**src/rtl/i2c_stop_pkg.sv**
```systemverilog
package i2c_stop_pkg;

  typedef enum logic [2:0] {
    SQ_IDLE,
    SQ_SDA_LOW,
    SQ_SCL_REL,
    SQ_HOLD,
    SQ_SDA_REL
  } seq_state_t;

  // Wait-phase rule for honouring a stop request.
  function automatic logic stop_window_ok(input logic tx, input logic w8,
                                          input logic w9, input logic after9,
                                          input logic ack, input logic last);
    logic rx_phase;
    rx_phase = w9 | (w8 & ~after9);
    if (tx) return w9;
    return rx_phase & ~ack & last;
  endfunction

endpackage

```
**src/rtl/i2c_line_sync.sv**
```systemverilog
module i2c_line_sync #(
  parameter int STAGES = 2,
  parameter int WIDTH  = 2
) (
  input  logic             clk,
  input  logic             rst_n,
  input  logic [WIDTH-1:0] d,
  output logic [WIDTH-1:0] q
);
  logic [WIDTH-1:0] stage [STAGES];

  always_ff @(posedge clk or negedge rst_n) begin
    if (!rst_n) begin
      for (int i = 0; i < STAGES; i++) stage[i] <= '1;
    end else begin
      stage[0] <= d;
      for (int i = 1; i < STAGES; i++) stage[i] <= stage[i-1];
    end
  end

  assign q = stage[STAGES-1];
endmodule

```
**src/rtl/i2c_stop_req.sv**
```systemverilog
module i2c_stop_req
  import i2c_stop_pkg::*;
(
  input  logic clk,
  input  logic rst_n,
  input  logic wr_en,
  input  logic wr_stop,
  input  logic wr_start,
  input  logic wr_release,
  input  logic en,
  input  logic wait_sel9,
  input  logic ack_en,
  input  logic is_master,
  input  logic is_tx,
  input  logic arb_lost,
  input  logic wait8_ph,
  input  logic wait9_ph,
  input  logic last_byte,
  input  logic bus_stop,
  output logic accept_ok,
  output logic clr_evt,
  output logic go,
  output logic pend
);
  logic window;

  assign window    = stop_window_ok(is_tx, wait8_ph, wait9_ph, wait_sel9, ack_en, last_byte);
  assign accept_ok = wr_en & wr_stop & ~wr_start & en & is_master & ~pend & window;
  assign clr_evt   = arb_lost | bus_stop | (wr_en & wr_release) | ~en;
  assign go        = accept_ok & ~clr_evt;

  always_ff @(posedge clk or negedge rst_n) begin
    if (!rst_n)       pend <= 1'b0;
    else if (clr_evt) pend <= 1'b0;
    else if (go)      pend <= 1'b1;
  end
endmodule

```
**src/rtl/i2c_stop_seq.sv**
```systemverilog
module i2c_stop_seq
  import i2c_stop_pkg::*;
#(
  parameter int HOLD_CLKS = 5
) (
  input  logic clk,
  input  logic rst_n,
  input  logic go,
  input  logic abort,
  input  logic scl_hi,
  output logic hold_done,
  output logic scl_pull,
  output logic sda_pull
);
  localparam int CW = $clog2(HOLD_CLKS + 1);
  localparam logic [CW-1:0] LAST_CNT = CW'(HOLD_CLKS - 1);

  seq_state_t state, state_n;
  logic [CW-1:0] cnt;

  assign hold_done = (state == SQ_HOLD) && (cnt == LAST_CNT);

  always_comb begin
    state_n = state;
    unique case (state)
      SQ_IDLE:    if (go) state_n = SQ_SDA_LOW;
      SQ_SDA_LOW: state_n = SQ_SCL_REL;
      SQ_SCL_REL: if (scl_hi) state_n = SQ_HOLD;
      SQ_HOLD:    if (hold_done) state_n = SQ_SDA_REL;
      SQ_SDA_REL: state_n = SQ_SDA_REL;
      default:    state_n = SQ_IDLE;
    endcase
    if (abort) state_n = SQ_IDLE;
  end

  always_ff @(posedge clk or negedge rst_n) begin
    if (!rst_n) begin
      state <= SQ_IDLE;
      cnt   <= '0;
    end else begin
      state <= state_n;
      if (state == SQ_HOLD) cnt <= cnt + 1'b1;
      else                  cnt <= '0;
    end
  end

  assign scl_pull = (state == SQ_SDA_LOW);
  assign sda_pull = (state == SQ_SDA_LOW) || (state == SQ_SCL_REL) || (state == SQ_HOLD);
endmodule

```
**src/rtl/i2c_stop_detect.sv**
```systemverilog
module i2c_stop_detect (
  input  logic clk,
  input  logic rst_n,
  input  logic scl_s,
  input  logic sda_s,
  output logic det
);
  logic sda_prev;

  always_ff @(posedge clk or negedge rst_n) begin
    if (!rst_n) sda_prev <= 1'b1;
    else        sda_prev <= sda_s;
  end

  assign det = scl_s & sda_s & ~sda_prev;
endmodule

```
**src/rtl/i2c_stop_ctl.sv**
```systemverilog
module i2c_stop_ctl #(
  parameter int HOLD_CLKS   = 5,
  parameter int SYNC_STAGES = 2
) (
  input  logic clk,
  input  logic rst_n,
  input  logic wr_en,
  input  logic wr_stop,
  input  logic wr_start,
  input  logic wr_release,
  input  logic en,
  input  logic wait_sel9,
  input  logic ack_en,
  input  logic is_master,
  input  logic is_tx,
  input  logic arb_lost,
  input  logic wait8_ph,
  input  logic wait9_ph,
  input  logic last_byte,
  input  logic scl_in,
  input  logic sda_in,
  output logic scl_pull,
  output logic sda_pull,
  output logic stop_pend,
  output logic stop_det
);
  logic [1:0] lines_s;
  logic       scl_s, sda_s;
  logic       accept_ok, clr_evt, seq_go, hold_done;

  i2c_line_sync #(.STAGES(SYNC_STAGES), .WIDTH(2)) u_sync (
    .clk(clk), .rst_n(rst_n), .d({scl_in, sda_in}), .q(lines_s)
  );
  assign scl_s = lines_s[1];
  assign sda_s = lines_s[0];

  i2c_stop_detect u_det (
    .clk(clk), .rst_n(rst_n), .scl_s(scl_s), .sda_s(sda_s), .det(stop_det)
  );

  i2c_stop_req u_req (
    .clk(clk), .rst_n(rst_n), .wr_en(wr_en), .wr_stop(wr_stop),
    .wr_start(wr_start), .wr_release(wr_release), .en(en),
    .wait_sel9(wait_sel9), .ack_en(ack_en), .is_master(is_master),
    .is_tx(is_tx), .arb_lost(arb_lost), .wait8_ph(wait8_ph),
    .wait9_ph(wait9_ph), .last_byte(last_byte), .bus_stop(stop_det),
    .accept_ok(accept_ok), .clr_evt(clr_evt), .go(seq_go), .pend(stop_pend)
  );

  i2c_stop_seq #(.HOLD_CLKS(HOLD_CLKS)) u_seq (
    .clk(clk), .rst_n(rst_n), .go(seq_go), .abort(clr_evt), .scl_hi(scl_s),
    .hold_done(hold_done), .scl_pull(scl_pull), .sda_pull(sda_pull)
  );
endmodule

```
**config.mk**
```make
export PLATFORM = sky130hd
export DESIGN_NAME = i2c_stop_ctl
export DESIGN_NICKNAME = d
export VERILOG_FILES = /design/src/rtl/i2c_stop_pkg.sv /design/src/rtl/i2c_line_sync.sv /design/src/rtl/i2c_stop_req.sv /design/src/rtl/i2c_stop_seq.sv /design/src/rtl/i2c_stop_detect.sv /design/src/rtl/i2c_stop_ctl.sv
export SDC_FILE = /design/constraint.sdc
export NUM_CORES = 1
export LEC_CHECK = 0
export BUFFER_PORTS_ARGS = -buffer_cell sky130_fd_sc_hd__buf_4
export CAP_MARGIN = 20
export CORE_MARGIN = 1.5
export CORE_UTILIZATION = 40
export DETAILED_ROUTE_END_ITERATION = 7
export HOLD_SLACK_MARGIN = 0.06
export PLACE_DENSITY = 0.7
export SLEW_MARGIN = 15
export SYNTH_ARGS = -nofsm -noshare
export SYNTH_HDL_FRONTEND = slang
export SYNTH_SLANG_ARGS = --single-unit
```
**constraint.sdc**
```tcl
create_clock -name clk -period 1.2 [get_ports clk]
set_input_delay 0.18 -clock clk [delete_from_list [all_inputs] [get_ports clk]]
set_output_delay 0.18 -clock clk [all_outputs]
set_load 0.02 [all_outputs]
```
==> results.json, run 1 <==
{
  "outcome": "finished, violations left",
  "failing_checks": "negative setup slack",
  "yosys_warnings": 0,
  "multiInputGateArea_um2": 264,
  "setup_repair_after_global_routing_missed_its_margin": "true",
  "floorplan.die.width_um": 39.8,
  "design.core.area_mm2": 0.00128,
  "worst_path_setup_slack_after_routing_ns": -0.0826,
  "area_growth_syn_to_fin_pct": 61.7,
  "cts_tree": "done",
  "grt_overflow": 0,
  "worst_slew_margin_rel_pct": 81.3,
  "io_pins": 21,
  "finClkSkew_ns": 0.000760,
  "detail-route-antenna-nets": 0,
  "criticalPathCategory": "register to output pin",
  "floorplan.initialDensity_pct": 42.2,
  "placement_rows": 13,
  "endpoint_kind": "output pin",
  "cellPowerDensity_mw_per_mm2": 947,
  "share_clk_of_total_power_pct": 37.9,
  "drt_iter0_markers": 9,
  "finalWirelength_um": 1120,
  "final_layout_size_suffix_gt1_share_pct": 56.3,
  "grt_first_pass_wirelength_um": 1700,
  "achievable-frequency_mhz": 780,
  "min-delay-path-class": "primary input to register",
  "synth-seq-cells": 12,
  "timing.max_cap.violations": 0,
  "synthArstFlopShare_pct": 100,
  "overall_global_routing_resource_usage_pct": 17.2,
  "post-route-drc-count": 0,
  "drt_pre_antenna_iters": 4,
  "insertion_delay_to_the_later_sink_of_the_worst_skew_pair_ns": 0.27,
  "hold_slack_ns": 0.215,
  "ys_dominant_reg_cell": "dfrtp_1",
  "synth.cell_area_um2": 542,
  "worst_setup_path_start_kind": "register",
  "global_placer_s_final_weighted_congestion": 0.775,
  "routedWlPerCell_um": 11.8,
  "clk_pin_slew_worst_paths_ns": 0.07,
  "antenna-diode-count": 0,
  "die-area_mm2": 0.00158,
  "critical_path_required_ns": 1.02,
  "numPortBuffers": 20,
  "finalMaxSlewViolations": 0,
  "cts_root_buf": "clkbuf_4",
  "clock_sinks": 12,
  "pwr-share-comb_pct": 11.1,
  "finish.net_count": 100,
  "least_margin_pin_slew_ns": 0.280,
  "ys_seq_area_share_pct": 56.6,
  "path_max_fanout": 2,
  "final.min_clock_period_ns": 1.28,
  "grt_max_degree": 13,
  "numPlacedInstances": 82,
  "register_area_um2": 309,
  "place_hpwl_um": 769,
  "peakVddDrop_mv": 0.686,
  "cts.path.max_buffers": 2,
  "syn_area_per_cell_um2": 11.5,
  "yosys.cell_types.count": 22,
  "syn-instance-count": 47,
  "internal_power_uw": 661,
  "first_global_vias": 400,
  "worst_hold_path.num_cells": 3,
  "final_hold_vio_count": 0,
  "netSwitchingPower_uw": 168,
  "final.fill_count": 104,
  "final_cell_count_no_fill": 95,
  "swShare_pct": 20.3,
  "synth-edff-count": 0,
  "postSynthNetCount": 66,
  "htreeDepth": 1,
  "cts-buffers-inserted": 3,
  "antenna_found_initial": 0,
  "final-setup-viol-count": 5,
  "die_h_um": 39.8,
  "viasPerCell": 5.17,
  "power.share.sequential_pct": 51.0,
  "worstRegToRegCells": 4,
  "p_leak_uw": 0.000399,
  "layout_worst_path_cycle_share_pct": 107,
  "num_vias": 491,
  "worst_endpoint_data_arrival_time_ns": 1.10
}
## path summary, 6_finish.rpt
path                       slack (ns)              end       startpoint
hold / removal                   0.22       u_req.pend            wr_en
setup / recovery                -0.08         stop_det      u_sync.q[0]
max in group asynchronous        0.70  u_sync.stage[2]            rst_n
setup reg to reg                -0.03   u_seq.state[1]   u_det.sda_prev
min in group asynchronous        0.28   u_seq.state[2]            rst_n
hold reg to reg                  0.36      u_sync.q[1]  u_sync.stage[3]
## synthesized netlist by cell type, drive strengths merged, types with 2 or more instances
master,count,area [um2]
nor2b,2,12.5
o32ai,2,17.5
dfrtp,7,175
nand3,4,20.0
inv,5,18.8
ha,2,25.0
dfstp,5,131
o2111ai,2,17.5
nor2,6,25.0
nor3b,2,20.0
## state kept, by name (all words and copies together) (netlist names)
name,count
u_sync.q,2
u_seq.cnt,3
u_det.sda_prev,1
u_req.pend,1
u_sync.stage,2
u_seq.state,3
## stage by stage
stage | setup slack (ns) | util [%] | instance area [um2] | total power [uW] | setup TNS (ns)
finish | -0.0826 | 68.2 | 876 | 829 | -0.128
global route | -0.125 | 68.2 | 876 | 874 | -0.404
CTS | -0.125 | 64.6 | 830 | 832 | -0.153
global placement | 0.0813 | 55.3 | 711 | 500 | 0
detailed placement | -0.00374 | 55.3 | 711 | 501 | -0.00374
floorplan | 0.0539 | - | 542 | 447 | 0
## placed cells by master, fill, tap and decap left out, drive strengths merged, types with 2 or more instances in the layout
master,netlist,layout
dfrtp,7,7
inv,5,5
dfstp,5,5
clkbuf,0,4
o2111ai,2,2
o32ai,2,2
nor3b,2,2
buf,0,26
ha,2,2
nor2,6,6
dlygate4sd3,0,3
nand3,4,4
nor2b,2,2
## power by group through the flow
stage                     Combinational [uW]  Sequential (uW)  Clock [uW]
after floorplan                         18.0              429           0
after global placement                  70.4              430           0
after detailed placement                70.9              430           0
after CTS                               80.3              423         329
after global routing                     100              424         350
final                                   92.0              423         314
## routing by layer
layer	track usage (%)	vias up	wire (um)
met1	21.4	239	480
met2	27.0	13	575
met3	3.41	2	56
met5	0	-	0
li1	-	237	-
met4	10.3	0	6
## critical path, stage by stage (launching register included)
cell and delay (ns):
dfstp_2 0.54, nand3b_1 0.09, inv_1 0.09, buf_6 0.12
## timing repair
| item | in CTS | in global routing |
|---|---|---|
| hold buffers | 3 | 0 |
| resized for setup | 6 | 5 |
| pin swaps | 4 | 7 |
| endpoints found under the hold margin | 14 | 0 |
| setup buffers | 4 | 2 |
| setup endpoints to repair | 5 | 6 |
## layout make-up
cell class,count,share of cell area (%)
flip-flops and latches,12,35.3
clock buffers,4,4.14
repair buffers,29,26.1
multi-input cells,30,30.1
well taps,15,2.14
inverters,5,2.14
## logic make-up after synthesis
logic type / count (synthesis) / synth area share, %
and+or+nand+nor: 21 / 24.3
DFF: 12 / 56.6
AOI/OAI and AO/OA: 6 / 9.47
buffers and inverters: 5 / 3.46
adders and majority gates: 2 / 4.62
xor gates and xnor gates: 1 / 1.62
Note: power is estimated with default switching activity, not from simulation.
==> inputs of run 2 (changes only) <==
- CELL_PAD_IN_SITES_DETAIL_PLACEMENT: not set -> 1
- CELL_PAD_IN_SITES_GLOBAL_PLACEMENT: not set -> 1
- CORE_UTILIZATION: 40 -> 31
- PLACE_DENSITY: 0.7 -> not set
- PLACE_DENSITY_LB_ADDON: not set -> 0.1
- SYNTH_HIERARCHICAL: not set -> 1
==> results.json, run 2 <==
{
  "final_layout_size_suffix_gt1_share_pct": 58.0,
  "syn_area_per_cell_um2": 11.4,
  "cellPowerDensity_mw_per_mm2": 845,
  "finalMaxSlewViolations": 0,
  "power.share.sequential_pct": 52.2,
  "path_max_fanout": 4,
  "grt_overflow": 0,
  "io_pins": 21,
  "worst_setup_path_start_kind": "register",
  "cts_tree": "done",
  "worstRegToRegCells": 5,
  "viasPerCell": 4.63,
  "design.core.area_mm2": 0.00175,
  "global_placer_s_final_weighted_congestion": 0.677,
  "die-area_mm2": 0.00214,
  "critical_path.endpoint": "u_seq/state[2]",
  "detail-route-antenna-nets": 0,
  "critical_path_required_ns": 1.38,
  "crit_path_start": "u_det/sda_prev",
  "syn-instance-count": 51,
  "cts.path.max_buffers": 2,
  "grt_max_degree": 13,
  "achievable-frequency_mhz": 596,
  "endpoint_kind": "register",
  "worst_slew_margin_rel_pct": 79.9,
  "internal_power_uw": 628,
  "crit-reg2reg-launch": "u_det/sda_prev",
  "cpPeakStageDelay_ns": 0.52,
  "peakVddDrop_mv": 0.645,
  "criticalPathCategory": "register to register",
  "hold_slack_ns": 0.188,
  "insertion_delay_to_the_later_sink_of_the_worst_skew_pair_ns": 0.27,
  "final.min_clock_period_ns": 1.68,
  "pwr-share-comb_pct": 16.1,
  "post-route-drc-count": 0,
  "setup_repair_after_global_routing_missed_its_margin": "true",
  "most-common-layout-cells": "28 x buf_4, 7 x dfrtp_1, 5 x dfstp_2, 5 x nor2_1, 4 x buf_6",
  "least_margin_pin_slew_ns": 0.301,
  "placement_rows": 15,
  "finalSetupTns_ns": -1.90,
  "numPortBuffers": 20,
  "layout_worst_path_cycle_share_pct": 140,
  "area_growth_syn_to_fin_pct": 65.3,
  "finClkSkew_ns": 0.00795,
  "num_vias": 523,
  "share_clk_of_total_power_pct": 31.8,
  "finalWirelength_um": 1420,
  "min-delay-path-class": "primary input to register",
  "antenna_found_initial": 0,
  "first_global_vias": 522,
  "clk_pin_slew_worst_paths_ns": 0.07,
  "crit_path_top_delay_cell": "dfstp_2",
  "synth.cell_area_um2": 581,
  "htreeDepth": 1,
  "overall_global_routing_resource_usage_pct": 15.3,
  "cts-buffers-inserted": 3,
  "p_leak_uw": 0.000432,
  "yosys_warnings": 6,
  "floorplan.die.width_um": 46.3,
  "routedWlPerCell_um": 12.5,
  "layout_commonest_cell": "buf_4",
  "floorplan.initialDensity_pct": 33.3,
  "reg_top3": "u_seq/cnt x3, u_seq/state x3",
  "final_hold_vio_count": 0,
  "timing.reg2reg.setup_slack_ns": -0.48,
  "final.fill_count": 199,
  "netSwitchingPower_uw": 183,
  "timing.max_cap.violations": 0,
  "grt_first_pass_wirelength_um": 2260,
  "final-setup-viol-count": 7,
  "timing.rr.end": "u_seq/state[2]",
  "clock_sinks": 12,
  "worst_endpoint_data_arrival_time_ns": 1.86,
  "cts_root_buf": "clkbuf_4",
  "crit_chain": "and3b_2 > a211oi_4 > nand2_2 > or4b_1 > o41ai_2",
  "place_hpwl_um": 1020,
  "postSynthNetCount": 70,
  "antenna-diode-count": 0,
  "finish.net_count": 108,
  "die_h_um": 46.3,
  "failing_checks": "negative setup slack",
  "swShare_pct": 22.5,
  "drt_pre_antenna_iters": 3,
  "worst_path_setup_slack_after_routing_ns": -0.478,
  "drt_iter0_markers": 1,
  "outcome": "finished, violations left"
}
[run 2: worst min-delay path by stage]
stage	slack, ns	from	to	cells past startpoint
floorplan	-0.12	rst_n	u_req/pend	0
global placement	0.03	rst_n	u_seq/cnt[1]	1
detailed placement	0.03	rst_n	u_seq/cnt[1]	1
CTS	0.18	en	u_req/pend	3
global route	0.19	en	u_req/pend	3
finish	0.19	en	u_req/pend	3
[run 2: area by class of cell]
cell class	count	area [um2]	share of cell area (%)
Clock buffer	4	26.3	2.74
Timing Repair Buffer	35	285	29.7
Sequential cell	12	307	31.9
Tap cell	25	31.3	3.26
Multi-Input combinational cell	33	295	30.8
Inverter	4	15.0	1.56
[run 2: per-stage QoR]
step                std cells  cell area, um2  total power, uW  setup slack [ns]  util (%)
finish                    113             960              811            -0.478      55.0
global route              113             960              843            -0.527      55.0
CTS                       113             908              802            -0.477      52.0
detailed placement        101             803              524            -0.540      46.0
global placement          101             803              522            -0.490      46.0
floorplan                  51             584              458            -0.544         -
[run 2: what timing repair did]
| action | in CTS | in global routing |
|---|---|---|
| resized for setup | 3 | 9 |
| endpoints found under the hold margin | 14 | 0 |
| cloned | 0 | 0 |
| pin swaps | 3 | 1 |
| hold buffers | 3 | 0 |
| endpoints found under the setup margin | 7 | 7 |
| buffers inserted | 6 | 1 |
[run 2: per-layer routing]
metal / track usage [%] / up-vias / wire (um)
met5: 0 / - / 0
met4: 6.86 / 0 / 47
met3: 4.71 / 4 / 41
met2: 25.8 / 11 / 714
met1: 17.5 / 253 / 611
li1: - / 255 / -
[run 2: worst max-delay path, delay by kind of cell (launching register included)]
kind | cells | cell delay [ns]
AO/OA/AOI/OAI | 2 | 0.24
AND/OR/NAND/NOR | 3 | 0.82
flip-flops | 1 | 0.52
[run 2: power groups by stage]
stage / clock, uW / sequential (uW) / combinational (uW)
6_report: 257 / 423 / 130
5_1_grt: 279 / 424 / 140
4_1_cts: 262 / 423 / 117
3_5_place_dp: 0 / 430 / 93.9
3_3_place_gp: 0 / 430 / 92.5
2_1_floorplan: 0 / 429 / 29.5
==> inputs of run 3 (changes only) <==
- BUFFER_PORTS_ARGS: -buffer_cell sky130_fd_sc_hd__buf_4 -> -buffer_cell sky130_fd_sc_hd__buf_2
==> results.json, run 3 (same netlist as run 2, synthesis figures left out) <==
{
  "criticalPathCategory": "register to register",
  "first_global_vias": 556,
  "grt_overflow": 0,
  "final.fill_count": 213,
  "antenna_found_initial": 0,
  "finClkSkew_ns": 0.00802,
  "grt_first_pass_wirelength_um": 2270,
  "worst_slew_margin_rel_pct": 81.0,
  "overall_global_routing_resource_usage_pct": 15.8,
  "worst_endpoint_data_arrival_time_ns": 1.84,
  "clock_sinks": 12,
  "floorplan.die.width_um": 46.3,
  "drt_pre_antenna_iters": 2,
  "cts.path.max_buffers": 2,
  "final_layout_size_suffix_gt1_share_pct": 61.8,
  "most-common-layout-cells": "18 x buf_2, 12 x buf_4, 6 x dfrtp_1",
  "timing.max_cap.violations": 0,
  "die_h_um": 46.3,
  "least_margin_pin_slew_ns": 0.286,
  "setup_repair_after_global_routing_missed_its_margin": "true",
  "place_hpwl_um": 931,
  "global_placer_s_final_weighted_congestion": 0.722,
  "grt_max_degree": 13,
  "io_pins": 21,
  "crit_chain": "and3b_2 > a211oi_4 > nand2_2 > or4b_1 > o41ai_1",
  "achievable-frequency_mhz": 600,
  "reg_top3": "u_seq/cnt x3, u_seq/state x3",
  "final_hold_vio_count": 0,
  "kind_of_cell_with_the_highest_combined_delay_on_the_critical_path": "simple AND/OR/NAND/NOR gates",
  "outcome": "finished, violations left",
  "layout_worst_path_cycle_share_pct": 139,
  "finalSetupTns_ns": -1.64,
  "num_vias": 527,
  "min-delay-path-class": "primary input to register",
  "area_growth_syn_to_fin_pct": 59.5,
  "failing_checks": "negative setup slack",
  "cts_tree": "done",
  "critical_path_required_ns": 1.38,
  "antenna-diode-count": 0,
  "post-route-drc-count": 0,
  "cts-buffers-inserted": 3,
  "viasPerCell": 4.62,
  "htreeDepth": 1,
  "numPortBuffers": 20,
  "path_max_fanout": 4,
  "finalMaxSlewViolations": 0,
  "worst_setup_path_start_kind": "register",
  "p_leak_uw": 0.000426,
  "insertion_delay_to_the_later_sink_of_the_worst_skew_pair_ns": 0.28,
  "cellPowerDensity_mw_per_mm2": 933,
  "die-area_mm2": 0.00214,
  "design.core.area_mm2": 0.00175,
  "critical_path_buf_inv_count": 0,
  "peakVddDrop_mv": 0.665,
  "layout_commonest_cell": "buf_2",
  "cts_root_buf": "clkbuf_4",
  "finalWirelength_um": 1430,
  "detail-route-antenna-nets": 0,
  "cpPeakStageDelay_ns": 0.52,
  "final-setup-viol-count": 7,
  "final.min_clock_period_ns": 1.67,
  "routedWlPerCell_um": 12.5,
  "crit_path_top_delay_cell": "dfstp_2",
  "placement_rows": 15,
  "drt_iter0_markers": 1,
  "floorplan.initialDensity_pct": 33.3,
  "worst_path_setup_slack_after_routing_ns": -0.466,
  "clk_pin_slew_worst_paths_ns": 0.09,
  "endpoint_kind": "register",
  "hold_slack_ns": 0.184,
  "finish.net_count": 109
}
==> run 3: metrics by stage <==
stage	cell area, um2	util, %	instances	power (uW)	worst slack, ns
final	926	53.0	114	864	-0.466
after global routing	926	53.0	114	895	-0.555
after CTS	891	51.0	113	869	-0.484
after detailed placement	738	42.3	99	503	-0.536
after global placement	738	42.3	99	502	-0.493
after floorplan	584	-	51	458	-0.544
==> run 3: layout make-up <==
class	count	area (um2)	share of cell area, %
Tap cell	25	31.3	3.38
Clock buffer	4	36.3	3.92
Inverter	4	15.0	1.62
Multi-Input combinational cell	33	292	31.5
Timing Repair Buffer	36	244	26.4
Sequential cell	12	308	33.2
==> run 3: layer usage <==
| metal | up-vias | part of all wire, % | global-route usage (%) |
|---|---|---|---|
| met1 | 260 | 44 | 17.6 |
| met2 | 10 | 51 | 27.5 |
| met3 | 4 | 2.9 | 3.53 |
| met4 | 0 | 1.8 | 8.57 |
| li1 | 253 | - | - |
| met5 | - | 0 | 0 |
==> run 3: path summary, 6_finish.rpt <==
kind | from | to | slack [ns] | cells past startpoint
setup / recovery | u_det/sda_prev | u_seq/state[2] | -0.47 | 5
hold / removal | en | u_req/pend | 0.18 | 3
setup reg to reg | u_det/sda_prev | u_seq/state[2] | -0.47 | 5
hold reg to reg | u_sync/stage[3] | u_sync/q[1] | 0.36 | 0
max in group asynchronous | rst_n | u_sync/q[0] | 0.61 | 2
min in group asynchronous | rst_n | u_seq/cnt[1] | 0.30 | 2
==> run 3: what timing repair did <==
action,4_1_cts,5_1_grt
hold endpoints to repair,14,0
hold buffers,3,0
gates cloned,0,0
endpoints found under the setup margin,7,7
pin swaps,5,3
buffers inserted,9,3
resized for setup,7,9
==> run 3: power breakdown <==
part           switching (uW)  internal (uW)
logic                    45.8           57.8
registers                3.00            419
clock network             153            185
==> run 3: tightest hold or removal path, stage by stage <==
cell     delay [ns]
buf_2          0.11
nand3_2        0.08
o31ai_2        0.05
